--- src/rtl/hdx_tx_pkg.sv ---
// Package: shared state encoding and constants for the half-duplex
// MII transmit collision handler.
package hdx_tx_pkg;

    typedef enum logic [2:0] {
        ST_IDLE    = 3'd0,
        ST_TX      = 3'd1,
        ST_DONE    = 3'd2,
        ST_JAM     = 3'd3,
        ST_BACKOFF = 3'd4
    } tx_state_e;

    localparam logic [3:0] JAM_NIBBLE = 4'h5;

endpackage

--- src/rtl/hdx_sync2.sv ---
// Module: hdx_sync2
// Two-stage synchronizer for asynchronous level inputs.
// Assumes: each input bit is an independent level, so per-bit
// resolution is acceptable (no multi-bit coherence is required).
module hdx_sync2 #(
    parameter int W = 1
) (
    input  logic         clk,
    input  logic         rst_n,
    input  logic [W-1:0] d_i,
    output logic [W-1:0] q_o
);

    logic [W-1:0] meta;

    // Capture the asynchronous inputs, then retime them once more.
    always_ff @(posedge clk) begin
        if (!rst_n) begin
            meta <= '0;
            q_o  <= '0;
        end else begin
            meta <= d_i;
            q_o  <= meta;
        end
    end

endmodule

--- src/rtl/hdx_lfsr.sv ---
// Module: hdx_lfsr
// Free-running Galois LFSR that supplies backoff randomness.
// Assumes: TAPS gives a maximal-length polynomial for W and SEED is
// nonzero. Only the low OUT_W bits are exported.
module hdx_lfsr #(
    parameter int             W     = 16,
    parameter int             OUT_W = 10,
    parameter logic [W-1:0]   TAPS  = W'(16'hB400),
    parameter logic [W-1:0]   SEED  = W'(16'hACE1)
) (
    input  logic             clk,
    input  logic             rst_n,
    output logic [OUT_W-1:0] rnd_o
);

    logic [W-1:0] st;

    // Advance the register by one step every clock.
    always_ff @(posedge clk) begin
        if (!rst_n) begin
            st <= SEED;
        end else begin
            st <= {1'b0, st[W-1:1]} ^ (st[0] ? TAPS : '0);
        end
    end

    assign rnd_o = st[OUT_W-1:0];

    assert_lfsr_alive_R5: assert property (@(posedge clk) disable iff (!rst_n)
        st != '0);

endmodule

--- src/rtl/hdx_backoff.sv ---
// Module: hdx_backoff
// Backoff timer that counts whole slots of SLOT_CLKS clocks.
// Assumes: load_i pulses once per collision. zero_o is high whenever
// no slots remain, including the clock after a load of zero.
module hdx_backoff #(
    parameter int SLOT_CLKS = 128,
    parameter int CAP       = 10
) (
    input  logic           clk,
    input  logic           rst_n,
    input  logic           load_i,
    input  logic [CAP-1:0] slots_i,
    output logic           zero_o
);

    localparam int SUB_W = (SLOT_CLKS > 1) ? $clog2(SLOT_CLKS) : 1;

    logic [CAP-1:0]   slots;
    logic [SUB_W-1:0] sub;

    // Load a slot count, then count it down one slot time at a time.
    always_ff @(posedge clk) begin
        if (!rst_n) begin
            slots <= '0;
            sub   <= '0;
        end else if (load_i) begin
            slots <= slots_i;
            sub   <= '0;
        end else if (slots != '0) begin
            if (sub == SUB_W'(SLOT_CLKS - 1)) begin
                sub   <= '0;
                slots <= slots - CAP'(1);
            end else begin
                sub <= sub + SUB_W'(1);
            end
        end
    end

    assign zero_o = (slots == '0);

    assert_idle_stays_idle_R5: assert property (@(posedge clk) disable iff (!rst_n)
        (zero_o && !load_i) |=> zero_o);

    assert_count_monotone_R5: assert property (@(posedge clk) disable iff (!rst_n)
        (!load_i && !zero_o) |=> (slots <= $past(slots)));

endmodule

--- src/rtl/hdx_mii_tx.sv ---
// Module: hdx_mii_tx
// Transmit side of a half-duplex MAC on a 4-bit MII. Streams a frame
// from a rewindable nibble source and replaces the rest of the frame
// with a jam on collision. It backs off for a random number of slots,
// retries from nibble 0, and aborts after MAX_ATTEMPTS collisions.
// Assumes: the source presents the nibble at its current index
// combinationally and holds frame_pending_i until sent_ok_o or
// sent_abort_o.
module hdx_mii_tx
    import hdx_tx_pkg::*;
#(
    parameter int IFG_NIBBLES  = 24,
    parameter int SLOT_CLKS    = 128,
    parameter int MAX_ATTEMPTS = 16,
    parameter int BACKOFF_CAP  = 10,
    parameter int JAM_NIBBLES  = 8,
    parameter int LFSR_W       = 16
) (
    input  logic       clk,
    input  logic       rst_n,
    input  logic       half_duplex_i,
    input  logic       frame_pending_i,
    input  logic [3:0] src_nibble_i,
    input  logic       src_last_i,
    output logic       src_next_o,
    output logic       src_rewind_o,
    input  logic       crs_i,
    input  logic       col_i,
    output logic [3:0] txd_o,
    output logic       tx_en_o,
    output logic       sent_ok_o,
    output logic       sent_abort_o
);

    localparam int GAP_W = $clog2(IFG_NIBBLES + 1);
    localparam int ATT_W = $clog2(MAX_ATTEMPTS + 1);
    localparam int JAM_W = $clog2(JAM_NIBBLES + 1);

    tx_state_e              state;
    logic [GAP_W-1:0]       gap;
    logic [ATT_W-1:0]       coll_cnt;
    logic [ATT_W-1:0]       n_next;
    logic [JAM_W-1:0]       jam_cnt;
    logic [1:0]             sync_q;
    logic                   crs_s, col_s, crs_eff, col_eff;
    logic                   gap_ok, jam_end, final_coll;
    logic [BACKOFF_CAP-1:0] rnd, bo_mask, bo_slots;
    logic                   bo_load, bo_zero;

    // Retime carrier sense and collision into the transmit clock.
    hdx_sync2 #(.W(2)) sync_i (
        .clk   (clk),
        .rst_n (rst_n),
        .d_i   ({crs_i, col_i}),
        .q_o   (sync_q)
    );
    assign crs_s   = sync_q[1];
    assign col_s   = sync_q[0];
    assign crs_eff = half_duplex_i & crs_s;
    assign col_eff = half_duplex_i & col_s;

    // Inter-frame gap: quiet clocks since our last nibble or carrier.
    always_ff @(posedge clk) begin
        if (!rst_n) begin
            gap <= '0;
        end else if (tx_en_o || crs_eff) begin
            gap <= '0;
        end else if (!gap_ok) begin
            gap <= gap + GAP_W'(1);
        end
    end
    assign gap_ok = (gap == GAP_W'(IFG_NIBBLES));

    assign jam_end    = (state == ST_JAM) && (jam_cnt == JAM_W'(JAM_NIBBLES));
    assign final_coll = (coll_cnt == ATT_W'(MAX_ATTEMPTS - 1));
    assign n_next     = coll_cnt + ATT_W'(1);

    // Backoff window: the low min(n, cap) bits of the random value.
    hdx_lfsr #(.W(LFSR_W), .OUT_W(BACKOFF_CAP)) lfsr_i (
        .clk   (clk),
        .rst_n (rst_n),
        .rnd_o (rnd)
    );
    for (genvar i = 0; i < BACKOFF_CAP; i++) begin : g_mask
        assign bo_mask[i] = (int'(n_next) > i);
    end
    assign bo_slots = rnd & bo_mask;
    assign bo_load  = jam_end && !final_coll;

    hdx_backoff #(.SLOT_CLKS(SLOT_CLKS), .CAP(BACKOFF_CAP)) backoff_i (
        .clk     (clk),
        .rst_n   (rst_n),
        .load_i  (bo_load),
        .slots_i (bo_slots),
        .zero_o  (bo_zero)
    );

    assign src_next_o   = (state == ST_TX) && !col_eff;
    assign src_rewind_o = jam_end;

    // Attempt sequencer: send, jam, back off, retry or give up.
    always_ff @(posedge clk) begin
        if (!rst_n) begin
            state        <= ST_IDLE;
            txd_o        <= '0;
            tx_en_o      <= 1'b0;
            coll_cnt     <= '0;
            jam_cnt      <= '0;
            sent_ok_o    <= 1'b0;
            sent_abort_o <= 1'b0;
        end else begin
            tx_en_o      <= 1'b0;
            txd_o        <= '0;
            sent_ok_o    <= 1'b0;
            sent_abort_o <= 1'b0;
            case (state)
                ST_IDLE: begin
                    if (frame_pending_i && gap_ok && !crs_eff) begin
                        state <= ST_TX;
                    end
                end
                ST_TX: begin
                    tx_en_o <= 1'b1;
                    if (col_eff) begin
                        txd_o   <= JAM_NIBBLE;
                        jam_cnt <= JAM_W'(1);
                        state   <= ST_JAM;
                    end else begin
                        txd_o <= src_nibble_i;
                        if (src_last_i) begin
                            state <= ST_DONE;
                        end
                    end
                end
                ST_DONE: begin
                    sent_ok_o <= 1'b1;
                    coll_cnt  <= '0;
                    state     <= ST_IDLE;
                end
                ST_JAM: begin
                    if (jam_end) begin
                        if (final_coll) begin
                            sent_abort_o <= 1'b1;
                            coll_cnt     <= '0;
                            state        <= ST_IDLE;
                        end else begin
                            coll_cnt <= n_next;
                            state    <= ST_BACKOFF;
                        end
                    end else begin
                        tx_en_o <= 1'b1;
                        txd_o   <= JAM_NIBBLE;
                        jam_cnt <= jam_cnt + JAM_W'(1);
                    end
                end
                ST_BACKOFF: begin
                    if (bo_zero) begin
                        state <= ST_IDLE;
                    end
                end
                default: state <= ST_IDLE;
            endcase
        end
    end

    assert_jam_value_R3: assert property (@(posedge clk) disable iff (!rst_n)
        (state == ST_JAM && tx_en_o) |-> (txd_o == JAM_NIBBLE));

    assert_jam_holds_txen_R3: assert property (@(posedge clk) disable iff (!rst_n)
        (state == ST_JAM && !jam_end) |=> tx_en_o);

    assert_rewind_ends_burst_R4: assert property (@(posedge clk) disable iff (!rst_n)
        src_rewind_o |=> !tx_en_o);

    assert_attempt_cap_R6: assert property (@(posedge clk) disable iff (!rst_n)
        coll_cnt < ATT_W'(MAX_ATTEMPTS));

    assert_one_outcome_R2: assert property (@(posedge clk) disable iff (!rst_n)
        !(sent_ok_o && sent_abort_o));

    assert_fd_no_jam_R7: assert property (@(posedge clk) disable iff (!rst_n)
        (state == ST_TX && !half_duplex_i) |=> (state != ST_JAM));

    assert_defer_on_crs_R8: assert property (@(posedge clk) disable iff (!rst_n)
        (state == ST_IDLE && half_duplex_i && crs_s) |=> (state != ST_TX));

endmodule

--- config.mk ---
export PLATFORM = sky130hd
export DESIGN_NAME = hdx_mii_tx
export DESIGN_NICKNAME = d
export VERILOG_FILES = /design/src/rtl/hdx_tx_pkg.sv /design/src/rtl/hdx_sync2.sv /design/src/rtl/hdx_lfsr.sv /design/src/rtl/hdx_backoff.sv /design/src/rtl/hdx_mii_tx.sv
export SDC_FILE = /design/constraint.sdc
export NUM_CORES = 1
export LEC_CHECK = 0
export BUFFER_PORTS_ARGS = -buffer_cell sky130_fd_sc_hd__buf_2
export CORE_ASPECT_RATIO = 0.7
export CORE_MARGIN = 4
export CORE_UTILIZATION = 30
export CTS_CLUSTER_SIZE = 8
export DETAILED_ROUTE_END_ITERATION = 10
export PLACE_DENSITY = 0.51
export SLEW_MARGIN = 20
export SYNTH_ARGS = -nofsm -noshare
export SYNTH_HDL_FRONTEND = slang
export SYNTH_SLANG_ARGS = --single-unit
--- constraint.sdc ---
create_clock -name clk -period 2.8 [get_ports clk]
set_input_delay 0.56 -clock clk [delete_from_list [all_inputs] [get_ports clk]]
set_output_delay 0.56 -clock clk [all_outputs]
set_load 0.01 [all_outputs]
==> Implementation_results.wiki <==
{| class="wikitable"
! Metric !! Value
|-
| Least-Margin Pin Slew || 577 ps
|-
| Synthesized cell area || 0.00280 mm^2
|-
| Hold-fix buffer count after cts || 0
|-
| P per Cell Area || 663 mW/mm^2
|-
| Number of max-cap violations || 0
|-
| Number of I/O port buffers || 19
|-
| Number of gates given a new drive strength after cts || 0
|-
| Max Root-Sink Buffers || 2
|-
| Peak fanout along the critical path || 13
|-
| Setup repair bufs after CTS || 0
|-
| Worst setup path category || register to register
|-
| Synthesized-area fraction occupied by ao, oa, aoi and oai cells || 12.0%
|-
| Overall die area || 0.0110 mm^2
|-
| Proportion of netlist area held by the largest area contributor || 43.6%
|-
| Total global-route track usage || 12.1%
|-
| H-tree Lvls || 3
|-
| Max-Slew Margin vs Limit || 61.4%
|-
| Post-detailed-placement half-perimeter wirelength || 4.27 mm
|-
| Initial cell density of the core || 30.9%
|-
| Maximum number of pins on one net before global-route repair || 24
|-
| Clock sinks || 61
|-
| Biggest area contributors in the synthesized netlist || sky130_fd_sc_hd__dfxtp_1 44%, sky130_fd_sc_hd__ha_1 6.3%, sky130_fd_sc_hd__nor2_1 4.3%, sky130_fd_sc_hd__a21oi_1 3.4%, sky130_fd_sc_hd__xnor2_1 3.1%
|-
| Startpoint type of the worst setup path || register
|-
| Area after detailed placement || 0.00301 mm^2
|-
| Highest Signal Layer || met4
|-
| Worst hold stages || 1
|-
| Leftover overflow at the end of global routing || 0
|-
| Time the final worst path needs with I/O delays and setup || 2390 ps
|-
| Main combinational cell family by area after synthesis || simple AND/OR/NAND/NOR gates
|-
| Avg Synthesized Cell Area || 8.89 um^2
|-
| Final hold violation count || 0
|-
| Unique cell type count in the Yosys netlist || 53
|-
| Worst clock skew on the final layout || 6.75 ps
|-
| Arrival time at the worst endpoint || 2570 ps
|-
| Type of the worst min-delay path || register to register
|-
| Asr flop ratio synth || 0%
|-
| Final weighted congestion in routability-driven placement || 0.848
|-
| Simple-gate area share of the yosys netlist || 26.4%
|-
| Period utilisation layout || 85.2%
|-
| Clock tree from TritonCTS || done
|-
| Met1 layer wirelength in the final routing || 3.20 mm
|-
| Wire length of the first global-routing pass || 10.2 mm
|-
| Worst Path Required || 2990 ps
|-
| Cell at the root of the clock tree || sky130_fd_sc_hd__clkbuf_16
|-
| Count of routing violations after the opening detailed-route iteration || 175
|-
| Highest attainable clock frequency || 419 MHz
|-
| I/O pin cnt || 20
|-
| Die Y || 88.9 um
|-
| Clock network latency to the later pin of the worst-skew pair || 320 ps
|-
| Row cnt || 29
|-
| Logic depth of the worst register-to-register path || 7
|-
| Net count of the finished layout || 362
|-
| Total Neg Setup Slack || 0 ps
|-
| Synth area leader || sky130_fd_sc_hd__dfxtp_1
|-
| Total power draw || 2.23 mW
|-
| Cts bufs inserted || 9
|-
| Number of optimization iterations in the first detailed-route pass || 4
|-
| Growth of design area from synthesis to finish || 19.9%
|-
| Ratio of cells with drive above 1 in the final layout || 14.0%
|-
| Routed Antenna Nets || 0
|-
| Number of synthesized flops with an enable pin || 0
|-
| Adder-Cell Fraction of Synth Area || 6.25%
|-
| Number of placed cells counting well taps || 450
|-
| Element type at the critical path end || register
|-
| Post-route standard cell area excluding fillers || 0.00336 mm^2
|-
| Number of warning messages in the yosys log || 0
|-
| Wire length on met2 || 2.40 mm
|-
| Total setup violations reported at the end of the flow || 0
|-
| Flop2flop setup slack || 410 ps
|-
| Portion of netlist area occupied by mux cells || 1.79%
|-
| Worst IR drop on VDD || 0.310 mV
|-
| Number of antenna violations at the first check in global routing || 0
|-
| Post-synthesis sequential element count || 61
|-
| Area inside the core boundary || 0.00907 mm^2
|-
| Run status || complete, no violations
|-
| Number of max-slew violations in the final report || 0
|-
| Vias in the first global route || 2067
|-
| Fin cells || 466
|-
| Most frequent cells after synthesis || 61 x sky130_fd_sc_hd__dfxtp_1, 32 x sky130_fd_sc_hd__nor2_1, 19 x sky130_fd_sc_hd__a21oi_1
|-
| Leakage dissipation || 1.32 nW
|-
| Synthesized Nets || 340
|-
| Smallest hold slack || 412 ps
|-
| Clock-pin transition on the worst setup and hold timing paths || 50 ps
|-
| Chip width || 124 um
|-
| Post-detailed-routing wire length || 5.98 mm
|-
| Vias per Instance || 4.72
|-
| Share of the yosys chip area belonging to registers || 43.6%
|-
| DR DRC count || 0
|-
| Met3 Routed Length || 279 um
|-
| Count of vias placed by the detailed router || 2199
|-
| Most instantiated library cell after synthesis || sky130_fd_sc_hd__dfxtp_1
|-
| Routed len/inst || 12.8 um
|-
| RSZ-0062 raised after global routing || false
|-
| Primary FF master, synth || sky130_fd_sc_hd__dfxtp_1
|-
| Number of instances in the synthesized netlist || 315
|-
| Number of diodes added for antenna fixing || 0
|-
| Synthesized-area fraction occupied by xor and xnor cells || 5.63%
|}
==> per-layer routing <==
| metal | up-vias | track usage (%) |
|---|---|---|
| li1 | 1145 | - |
| met1 | 1007 | 17.1 |
| met2 | 39 | 17.1 |
| met3 | 8 | 4.03 |
| met4 | 0 | 4.82 |
| met5 | - | 0 |
==> per-stage QoR <==
step / utilization [%] / setup WS [ps]
floorplan: - / 873
global placement: 33.2 / 480
detailed placement: 33.2 / 423
CTS: 37.0 / 407
global route: 37.0 / 247
finish: 37.0 / 413
==> final timing paths <==
kind                                                from                               to
worst max-delay path            coll_cnt[0]$_SDFFE_PN0P_  backoff_i.slots[1]$_SDFFE_PN0P_
worst min-delay path            lfsr_i.st[12]$_SDFF_PN0_         lfsr_i.st[11]$_SDFF_PN1_
worst max register to register  coll_cnt[0]$_SDFFE_PN0P_  backoff_i.slots[1]$_SDFFE_PN0P_
worst min register to register  lfsr_i.st[12]$_SDFF_PN0_         lfsr_i.st[11]$_SDFF_PN1_
==> worst max-delay path, cell delays in order, from the launching register on <==
cell,delay (ps)
sky130_fd_sc_hd__dfxtp_1,410
sky130_fd_sc_hd__ha_1,320
sky130_fd_sc_hd__nand3_1,130
sky130_fd_sc_hd__inv_1,50
sky130_fd_sc_hd__ha_1,210
sky130_fd_sc_hd__or3_1,530
sky130_fd_sc_hd__nand2_1,430
sky130_fd_sc_hd__o22ai_1,160
==> power by group <==
group / leakage (nW) / internal (mW) / switching [mW] / total, mW
logic: 0.660 / 0.0256 / 0.0304 / 0.0559
clock network: 0.165 / 0.890 / 0.379 / 1.27
registers: 0.497 / 0.891 / 0.0110 / 0.902
==> sequential cells by signal, indices dropped and copies added (netlist names) <==
register         cells
lfsr_i.st           16
sent_abort_o         1
state                3
backoff_i.sub        7
sent_ok_o            1
jam_cnt              4
txd_o                4
coll_cnt             5
tx_en_o              1
sync_i.q_o           2
backoff_i.slots     10
sync_i.meta          2
gap                  5
==> cell usage in the layout, fill, tap and decap left out, types with 2 or more instances in the layout <==
cell type                    count
sky130_fd_sc_hd__buf_4           4
sky130_fd_sc_hd__nand3_1        16
sky130_fd_sc_hd__inv_1          12
sky130_fd_sc_hd__mux2i_1         5
sky130_fd_sc_hd__xor2_1          8
sky130_fd_sc_hd__ha_1           14
sky130_fd_sc_hd__buf_2          19
sky130_fd_sc_hd__clkbuf_16       9
sky130_fd_sc_hd__nand4_1         5
sky130_fd_sc_hd__a21oi_1        19
sky130_fd_sc_hd__bufinv_16       3
sky130_fd_sc_hd__nor2_1         32
sky130_fd_sc_hd__nor4_1          2
sky130_fd_sc_hd__o211ai_1        2
sky130_fd_sc_hd__and3_1          8
sky130_fd_sc_hd__nor2b_1         4
sky130_fd_sc_hd__xnor2_1        10
sky130_fd_sc_hd__nand3b_1        6
sky130_fd_sc_hd__nor3b_1         2
sky130_fd_sc_hd__a31oi_1         3
sky130_fd_sc_hd__clkinvlp_4      2
sky130_fd_sc_hd__or3_1           2
sky130_fd_sc_hd__and2_1         13
sky130_fd_sc_hd__o22ai_1         3
sky130_fd_sc_hd__nor3_1         14
sky130_fd_sc_hd__o21ai_0        14
sky130_fd_sc_hd__nand2b_1        5
sky130_fd_sc_hd__nand2_1        18
sky130_fd_sc_hd__dfxtp_1        61
sky130_fd_sc_hd__a22oi_1         3
==> cells by family (layout without fill, tap and decap cells) <==
kind of cell    Yosys count  after routing
compound gates           54             54
simple gates            138            138
mux                       5              5
xor+xnor                 18             18
buf+inv                  25             52
fa+ha+maj                14             14
flops                    61             61
==> cell type report <==
type / count / area, um^2
multi-input cells: 229 / 1460
repair buffers: 23 / 125
clock inverters: 6 / 110
flip-flops and latches: 61 / 1220
clock buffers: 10 / 239
inverters: 13 / 48.8
fillers: 962 / 5710
well taps: 124 / 155
No activity file was read; power rests on OpenSTA's default activity.
